[src/rtl/irq_disp_pkg.sv]
package irq_disp_pkg;

  typedef enum logic [3:0] {
    ST_IDLE,
    ST_RD_WAIT,
    ST_RD_ACT,
    ST_WR_PARK,
    ST_WR_PC,
    ST_RD_VEC,
    ST_WR_REST,
    ST_RESUME,
    ST_LOAD
  } disp_st_e;

endpackage

[src/rtl/irq_pend_reg.sv]
module irq_pend_reg #(
  parameter int DW = 16
) (
  input  logic          clk,
  input  logic          rst,
  input  logic [DW-1:0] set_i,
  input  logic          ld_i,
  input  logic [DW-1:0] ld_val_i,
  output logic [DW-1:0] pend_o
);

  logic [DW-1:0] pend_q;

  always_ff @(posedge clk) begin
    if (rst) pend_q <= '0;
    else     pend_q <= (ld_i ? ld_val_i : pend_q) | set_i;
  end

  assign pend_o = pend_q;

  // a request bit is present one cycle after its pulse
  p_set_kept_r9: assert property (@(posedge clk) disable iff (rst)
    (|set_i) |=> ((pend_o & $past(set_i)) == $past(set_i)));

endmodule

[src/rtl/irq_lsb_pick.sv]
module irq_lsb_pick #(
  parameter int DW = 16,
  localparam int IW = $clog2(DW)
) (
  input  logic [DW-1:0] hit_i,
  output logic          valid_o,
  output logic [DW-1:0] onehot_o,
  output logic [IW-1:0] idx_o
);

  logic [DW:0] below;

  assign below[0] = 1'b0;

  genvar g;
  generate
    for (g = 0; g < DW; g++) begin : g_scan
      assign below[g+1]  = below[g] | hit_i[g];
      assign onehot_o[g] = hit_i[g] & ~below[g];
    end
  endgenerate

  assign valid_o = below[DW];

  always_comb begin
    idx_o = '0;
    for (int k = 0; k < DW; k++) begin
      if (onehot_o[k]) idx_o = IW'(k);
    end
  end

  // the pick is a single candidate bit with no candidate below it
  always_comb begin
    if (hit_i != '0) begin
      p_pick_lowest_r6: assert ($onehot(onehot_o) && ((onehot_o & hit_i) != '0)
                                && (((onehot_o - 1'b1) & hit_i) == '0));
    end
  end

endmodule

[src/rtl/vec_irq_dispatch.sv]
module vec_irq_dispatch
  import irq_disp_pkg::*;
#(
  parameter int DW = 16,
  parameter int AW = 16,
  parameter logic [AW-1:0] WAIT_ADDR = AW'(9'o452),
  parameter logic [AW-1:0] MASK_ADDR = AW'(9'o453),
  parameter logic [AW-1:0] SAVE_ADDR = AW'(9'o500),
  parameter logic [AW-1:0] VEC_BASE  = AW'(9'o501)
) (
  input  logic          clk,
  input  logic          rst,
  input  logic          check_i,
  input  logic [DW-1:0] cur_pc_i,
  input  logic [DW-1:0] irq_set_i,
  output logic          mem_req_o,
  output logic          mem_we_o,
  output logic [AW-1:0] mem_addr_o,
  output logic [DW-1:0] mem_wdata_o,
  input  logic          mem_ready_i,
  input  logic [DW-1:0] mem_rdata_i,
  output logic          busy_o,
  output logic          resume_o,
  output logic          pc_load_o,
  output logic [DW-1:0] new_pc_o
);

  localparam int IW = $clog2(DW);
  localparam logic [DW-1:0] OFF_WORD = {1'b1, {(DW-1){1'b0}}};

  disp_st_e      st_q, st_d;
  logic [DW-1:0] pc_q;
  logic [DW-1:0] merged_q;
  logic [DW-1:0] hit_q;
  logic [DW-1:0] pend_q;
  logic          pend_ld;
  logic [DW-1:0] pend_val;
  logic          pick_vld;
  logic [DW-1:0] pick_oh;
  logic [IW-1:0] pick_idx;
  logic          xfer;

  irq_pend_reg #(.DW(DW)) i_pend (
    .clk      (clk),
    .rst      (rst),
    .set_i    (irq_set_i),
    .ld_i     (pend_ld),
    .ld_val_i (pend_val),
    .pend_o   (pend_q)
  );

  irq_lsb_pick #(.DW(DW)) i_pick (
    .hit_i    (hit_q),
    .valid_o  (pick_vld),
    .onehot_o (pick_oh),
    .idx_o    (pick_idx)
  );

  assign xfer = mem_req_o & mem_ready_i;

  // next state
  always_comb begin
    st_d = st_q;
    case (st_q)
      ST_IDLE:    if (check_i) st_d = ($signed(pend_q) > 0) ? ST_RD_WAIT : ST_RESUME;
      ST_RD_WAIT: if (mem_ready_i) st_d = ST_RD_ACT;
      ST_RD_ACT:  if (mem_ready_i)
                    st_d = ((pend_q & mem_rdata_i) == '0) ? ST_WR_PARK : ST_WR_PC;
      ST_WR_PARK: if (mem_ready_i) st_d = ST_RESUME;
      ST_WR_PC:   if (mem_ready_i) st_d = ST_RD_VEC;
      ST_RD_VEC:  if (mem_ready_i) st_d = ST_WR_REST;
      ST_WR_REST: if (mem_ready_i) st_d = ST_LOAD;
      ST_RESUME:  st_d = ST_IDLE;
      ST_LOAD:    st_d = ST_IDLE;
      default:    st_d = ST_IDLE;
    endcase
  end

  // memory port decode
  always_comb begin
    mem_req_o   = 1'b0;
    mem_we_o    = 1'b0;
    mem_addr_o  = '0;
    mem_wdata_o = '0;
    case (st_q)
      ST_RD_WAIT: begin mem_req_o = 1'b1; mem_addr_o = WAIT_ADDR; end
      ST_RD_ACT:  begin mem_req_o = 1'b1; mem_addr_o = MASK_ADDR; end
      ST_WR_PARK: begin
        mem_req_o = 1'b1; mem_we_o = 1'b1;
        mem_addr_o = WAIT_ADDR; mem_wdata_o = merged_q;
      end
      ST_WR_PC: begin
        mem_req_o = 1'b1; mem_we_o = 1'b1;
        mem_addr_o = SAVE_ADDR; mem_wdata_o = pc_q;
      end
      ST_RD_VEC: begin
        mem_req_o = 1'b1;
        mem_addr_o = VEC_BASE + AW'(pick_idx);
      end
      ST_WR_REST: begin
        mem_req_o = 1'b1; mem_we_o = 1'b1;
        mem_addr_o = WAIT_ADDR; mem_wdata_o = merged_q & ~pick_oh;
      end
      default: ;
    endcase
  end

  // pending register updates, only on completed accesses
  always_comb begin
    pend_ld  = 1'b0;
    pend_val = pend_q;
    if (xfer) begin
      case (st_q)
        ST_RD_WAIT: begin pend_ld = 1'b1; pend_val = pend_q | mem_rdata_i; end
        ST_RD_ACT:  if ((pend_q & mem_rdata_i) == '0) begin
                      pend_ld = 1'b1; pend_val = '0;
                    end
        ST_WR_REST: begin pend_ld = 1'b1; pend_val = OFF_WORD | (pend_q & ~merged_q); end
        default: ;
      endcase
    end
  end

  always_ff @(posedge clk) begin
    if (rst) begin
      st_q     <= ST_IDLE;
      pc_q     <= '0;
      merged_q <= '0;
      hit_q    <= '0;
    end else begin
      st_q <= st_d;
      if (st_q == ST_IDLE && check_i) pc_q <= cur_pc_i;
      if (st_q == ST_RD_ACT && mem_ready_i) begin
        merged_q <= pend_q;
        hit_q    <= pend_q & mem_rdata_i;
      end
      if (st_q == ST_RD_VEC && mem_ready_i) pc_q <= mem_rdata_i;
    end
  end

  assign busy_o    = (st_q != ST_IDLE);
  assign resume_o  = (st_q == ST_RESUME);
  assign pc_load_o = (st_q == ST_LOAD);
  assign new_pc_o  = pc_q;

  // one completion pulse, then idle
  p_one_pulse_r10: assert property (@(posedge clk) disable iff (rst)
    (resume_o | pc_load_o) |-> (busy_o && $onehot0({resume_o, pc_load_o})));
  p_idle_after_r10: assert property (@(posedge clk) disable iff (rst)
    (resume_o | pc_load_o) |=> !busy_o);
  // an outstanding request is held unchanged
  p_req_hold_r3: assert property (@(posedge clk) disable iff (rst)
    (mem_req_o && !mem_ready_i) |=>
      (mem_req_o && $stable(mem_addr_o) && $stable(mem_we_o) && $stable(mem_wdata_o)));
  // handler load leaves interrupts disabled
  p_off_at_load_r8: assert property (@(posedge clk) disable iff (rst)
    pc_load_o |-> pend_q[DW-1]);
  // vector reads stay inside the table and only with a valid pick
  p_vec_range_r6: assert property (@(posedge clk) disable iff (rst)
    (st_q == ST_RD_VEC) |-> (pick_vld && mem_addr_o >= VEC_BASE
                             && mem_addr_o < VEC_BASE + AW'(DW)));
  // no memory traffic outside a busy sequence
  p_quiet_idle_r2: assert property (@(posedge clk) disable iff (rst)
    !busy_o |-> !mem_req_o);

endmodule

[config.mk]
export PLATFORM = sky130hd
export DESIGN_NAME = vec_irq_dispatch
export DESIGN_NICKNAME = d
export VERILOG_FILES = /design/src/rtl/irq_disp_pkg.sv /design/src/rtl/irq_pend_reg.sv /design/src/rtl/irq_lsb_pick.sv /design/src/rtl/vec_irq_dispatch.sv
export SDC_FILE = /design/constraint.sdc
export NUM_CORES = 1
export LEC_CHECK = 0
export ABC_AREA = 1
export ABC_CLOCK_PERIOD_IN_PS = 2810
export BUFFER_PORTS_ARGS = -buffer_cell sky130_fd_sc_hd__buf_2
export CORE_AREA = 2 2 95 79
export DETAILED_ROUTE_END_ITERATION = 7
export DIE_AREA = 0 0 97 81
export GPL_ROUTABILITY_DRIVEN = 0
export GPL_TIMING_DRIVEN = 0
export HOLD_SLACK_MARGIN = 0.02
export PLACE_DENSITY = 0.89
export SYNTH_ARGS = -nofsm -noshare
export SYNTH_HDL_FRONTEND = slang
export SYNTH_SLANG_ARGS = --single-unit
[constraint.sdc]
create_clock -name clk -period 2.81 [get_ports clk]
set_input_delay 0.281 -clock clk [delete_from_list [all_inputs] [get_ports clk]]
set_output_delay 0.281 -clock clk [all_outputs]
set_load 0.02 [all_outputs]
==> PnR_summary.wiki <==
{| class="wikitable"
! Metric !! Value
|-
| Number of placed instances, taps included || 738
|-
| Floorplan row count || 28
|-
| Share of cells above drive strength 1 || 25.5%
|-
| Async set-or-reset flop fraction in the synthesized netlist || 0%
|-
| Largest stage delay, worst path || 0.35 ns
|-
| Cell type contributing the most total cell area after synthesis || sky130_fd_sc_hd__dfxtp_1
|-
| Pwr per Cell Area || 1000 mW/mm2
|-
| Most area-consuming cells after synthesis || sky130_fd_sc_hd__dfxtp_1 (37%), sky130_fd_sc_hd__nand2_1 (9.9%), sky130_fd_sc_hd__o21ai_0 (9.2%)
|-
| Most common cell type on the critical path || sky130_fd_sc_hd__nor2_4
|-
| Complex-gate fraction of the synthesized area || 27.2%
|-
| Adder and majority cell fraction of the synthesized area || less than 1%
|-
| Multiplexer share of the synthesized area || 0%
|-
| Highest net fanout along the worst path || 4
|-
| Leading register cell type out of synthesis || sky130_fd_sc_hd__dfxtp_1
|-
| Source of the critical timing path || hit_q[1]
|-
| Number of enable-type register cells in the synthesized netlist || 0
|-
| Type of destination of the critical path || primary output
|-
| Worst reg2reg path depth || 8
|-
| Number of fill cells || 582
|-
| CTS H-Tree Depth || 3
|-
| Hold WC Path Type || in2reg
|-
| Cell area after technology mapping || 0.00370 mm2
|-
| Avg WL per Cell || 17.8 um
|-
| Estimated wirelength of the detail-placed design || 9520 um
|-
| Gr usage total || between 30% and 40%
|-
| Leak || 2.06 nW
|-
| Number of antenna violations at the first check in global routing || 0
|-
| Cell chain of the critical path || nor2_4 -> nand3_2 -> nor2_4 -> nand4_4 -> nor2_4 -> nand4_4 -> nor2_4 -> o21ai_1 -> nand2_2 -> ha_4 -> a21boi_4 -> and2_4 -> buf_6
|-
| Layout overhead on the synthesized area || 24.3%
|-
| Via total after detailed routing || about 4,700
|-
| Pin count of the biggest net entering global routing || 11
|-
| Clock Skews || 0.00946 ns
|-
| Reg2reg start || st_q[2]
|-
| DIE AREA || 0.00786 mm2
|-
| Worst IR drop on VDD || 453 uV
|-
| Final net count || ~700
|-
| Sequential-to-total area share from yosys stat || 36.8%
|-
| Die Height || 81 um
|-
| Cell class contributing the biggest share of worst-path delay || simple AND/OR/NAND/NOR gates
|-
| Number of storage elements in the synthesis netlist || 68
|-
| Most frequent cell after synthesis || sky130_fd_sc_hd__nand2_1
|-
| Final period demand of the worst path || 2.77 ns
|-
| Average vias per placed instance || 6.16
|-
| Cell at the root of the clock tree || sky130_fd_sc_hd__clkbuf_8
|-
| Total clock buffers created by CTS || 9
|-
| Status || complete, no violations
|-
| Count of unresolved DRC violations after routing || 0
|-
| Most frequent cells after synthesis || sky130_fd_sc_hd__nand2_1 (98), sky130_fd_sc_hd__dfxtp_1 (68), sky130_fd_sc_hd__o21ai_0 (68)
|-
| Setup Viol. Count Final || 0
|-
| Clock-pin transition on the worst setup and hold timing paths || 0.08 ns
|-
| Post-synthesis xor/xnor area fraction || 0%
|-
| Final Instance Count excl. Fillers || 757
|-
| Worst endpoint required time || between 2 and 3 ns
|-
| Number of logic stages on the critical path including buffering || 13
|-
| Max Buffers Root-to-Sink || 2
|-
| Cell with the largest stage delay on the worst path || sky130_fd_sc_hd__dfxtp_2
|-
| Antenna-violating nets left || 0
|-
| Aggregate routed wire length || about 13,000 um
|-
| Core Footprint || 0.00704 mm2
|-
| Buffers on Ports || 95
|-
| Post-synthesis simple-gate area fraction || 24.2%
|-
| Antenna diode count || 0
|-
| Worst skew pair latency || 0.36 ns
|-
| Netlist cell types || 42
|-
| Wire length of the first global-routing pass || 20,800 um
|-
| Final count of pins violating max slew || 0
|-
| Number of warning messages in the yosys log || 0
|-
| Final design utilization || between 60% and 70%
|-
| Worst EP arrival || 2.49 ns
|-
| Count of endpoints failing hold in the final timing report || 0
|-
| Initial cell density of the core || 52.5%
|-
| Startpoint class of the critical path || flip-flop
|-
| Vias in the first global route || 4,291
|-
| Worst max-slew margin expressed relative to the limit || 44.0%
|-
| Worst Path Buf+Inv || 1
|-
| Type of the worst setup path || reg2out
|-
| Total overflow reported by the global router || 0
|-
| Critical register-to-register path endpoint || i_pend.pend_o[12]
|-
| Detailed Routing Iterations Pass 1 || 6
|-
| Detailed Route Iter0 Violations || 771
|-
| Period Utilization, post-route || a little over nine tenths
|-
| Average cell area after synthesis || 6.77 um2
|-
| End point of the critical path || mem_addr_o[4]
|-
| Width of the die || 97 um
|-
| Number of instances in the synthesized netlist || 546
|-
| Sinks on Clock Net || just under 70
|-
| Top-area cell type share of the netlist area || 36.8%
|-
| Dominant combinational cell family by area after synthesis || compound AO/OA/AOI/OAI gates
|-
| Slew at the pin with the worst max-slew slack || a little over 0.8 ns
|-
| Total of max-cap violations || 0
|-
| I/O pins || roughly 110
|-
| Peak clock frequency supported by timing || 360 MHz
|-
| CTS tree || done
|-
| Worst-case register-to-register setup slack || 0.67 ns
|}
[worst register-to-register path: cells and delay by family (launching register included)]
kind / cells / cell delay, ns
buffers and inverters: 3 / 0.53
AO/OA/AOI/OAI: 2 / 0.32
AND/OR/NAND/NOR: 3 / 0.87
flip-flops: 1 / 0.33
[report_power, final]
part | internal (mW) | leakage [nW] | switching, mW
sequential | 1.17 | 0.560 | 0.200
clock | 0.312 | 0.0800 | 0.387
combinational | 0.831 | 1.42 | 1.70
total | 2.31 | 2.06 | 2.29
[layout make-up]
class                      count  area, um2  area share, %
buffer                        33        170           3.70
clock buffer                  12        135           2.94
clock inverter                 3       15.0          0.327
inverter                      67        256           5.58
multi-input combinational    385       2030           44.1
sequential                    68       1370           29.7
tap                           90        113           2.45
timing repair buffer          99        514           11.2
[cell families (layout without fill, tap and decap cells)]
logic type,after synthesis,count (layout)
adder cells (fa/ha/maj),1,1
buffers and inverters,100,214
flip-flops,68,68
other,1,8
AO/OA/AOI/OAI,182,182
AND/OR/NAND/NOR,194,194
[sequential cells by signal, indices dropped and copies added (netlist names)]
name,cells
hit_q,16
i_pend.pend_o,16
merged_q,16
new_pc_o,16
st_q,4
[how the worst min path moves through the flow]
stage	to	slack [ns]	cells past startpoint	start
global placement	merged_q[8]	0.45	2	merged_q[8]
detailed placement	merged_q[3]	0.46	2	merged_q[3]
CTS	new_pc_o[2]	0.15	3	cur_pc_i[2]
global route	new_pc_o[1]	0.17	3	cur_pc_i[1]
finish	new_pc_o[2]	0.16	3	cur_pc_i[2]
floorplan	new_pc_o[3]	0.42	2	cur_pc_i[3]
[placed cells by master, fill, tap and decap left out, drive strengths merged, types with 8 or more instances in the layout]
cell type  Yosys  routed
buf           14     113
nand2        100     100
o21ai         85      85
dfxtp         68      68
inv           65      65
a21oi         61      61
nor2          54      54
clkbuf        19      31
nand3         21      21
a31oi         17      17
nand4         11      11
conb           1       8
[what timing repair did]
item / CTS / global route
endpoints found under the hold margin: 0 / 0
setup buffers: 1 / 3
hold buffers: 0 / 0
pin swaps: 2 / 9
endpoints found under the setup margin: 1 / 13
resized for setup: 4 / 25
[stage by stage]
stage | hold slack, ns | area [um2] | worst slack [ns] | TNS (ns) | total power, mW
CTS | 0.154 | 4480 | 0.00538 | 0 | 4.28
finish | 0.159 | 4600 | 0.0350 | 0 | 4.60
detailed placement | 0.463 | 4310 | 0.360 | 0 | 3.56
global placement | 0.452 | 4310 | 0.440 | 0 | 3.49
floorplan | 0.419 | 3720 | 0.660 | 0 | 2.89
global route | 0.170 | 4600 | -0.0407 | -0.0678 | 4.85
[per-layer routing]
metal,share of wire (%),vias up,GRT usage [%]
li1,-,2066,-
met1,38,2107,41.1
met2,43,396,52.4
met3,14,92,11.5
met4,5.4,0,20.7
met5,0,-,0
(Power assumes the default switching activity.)
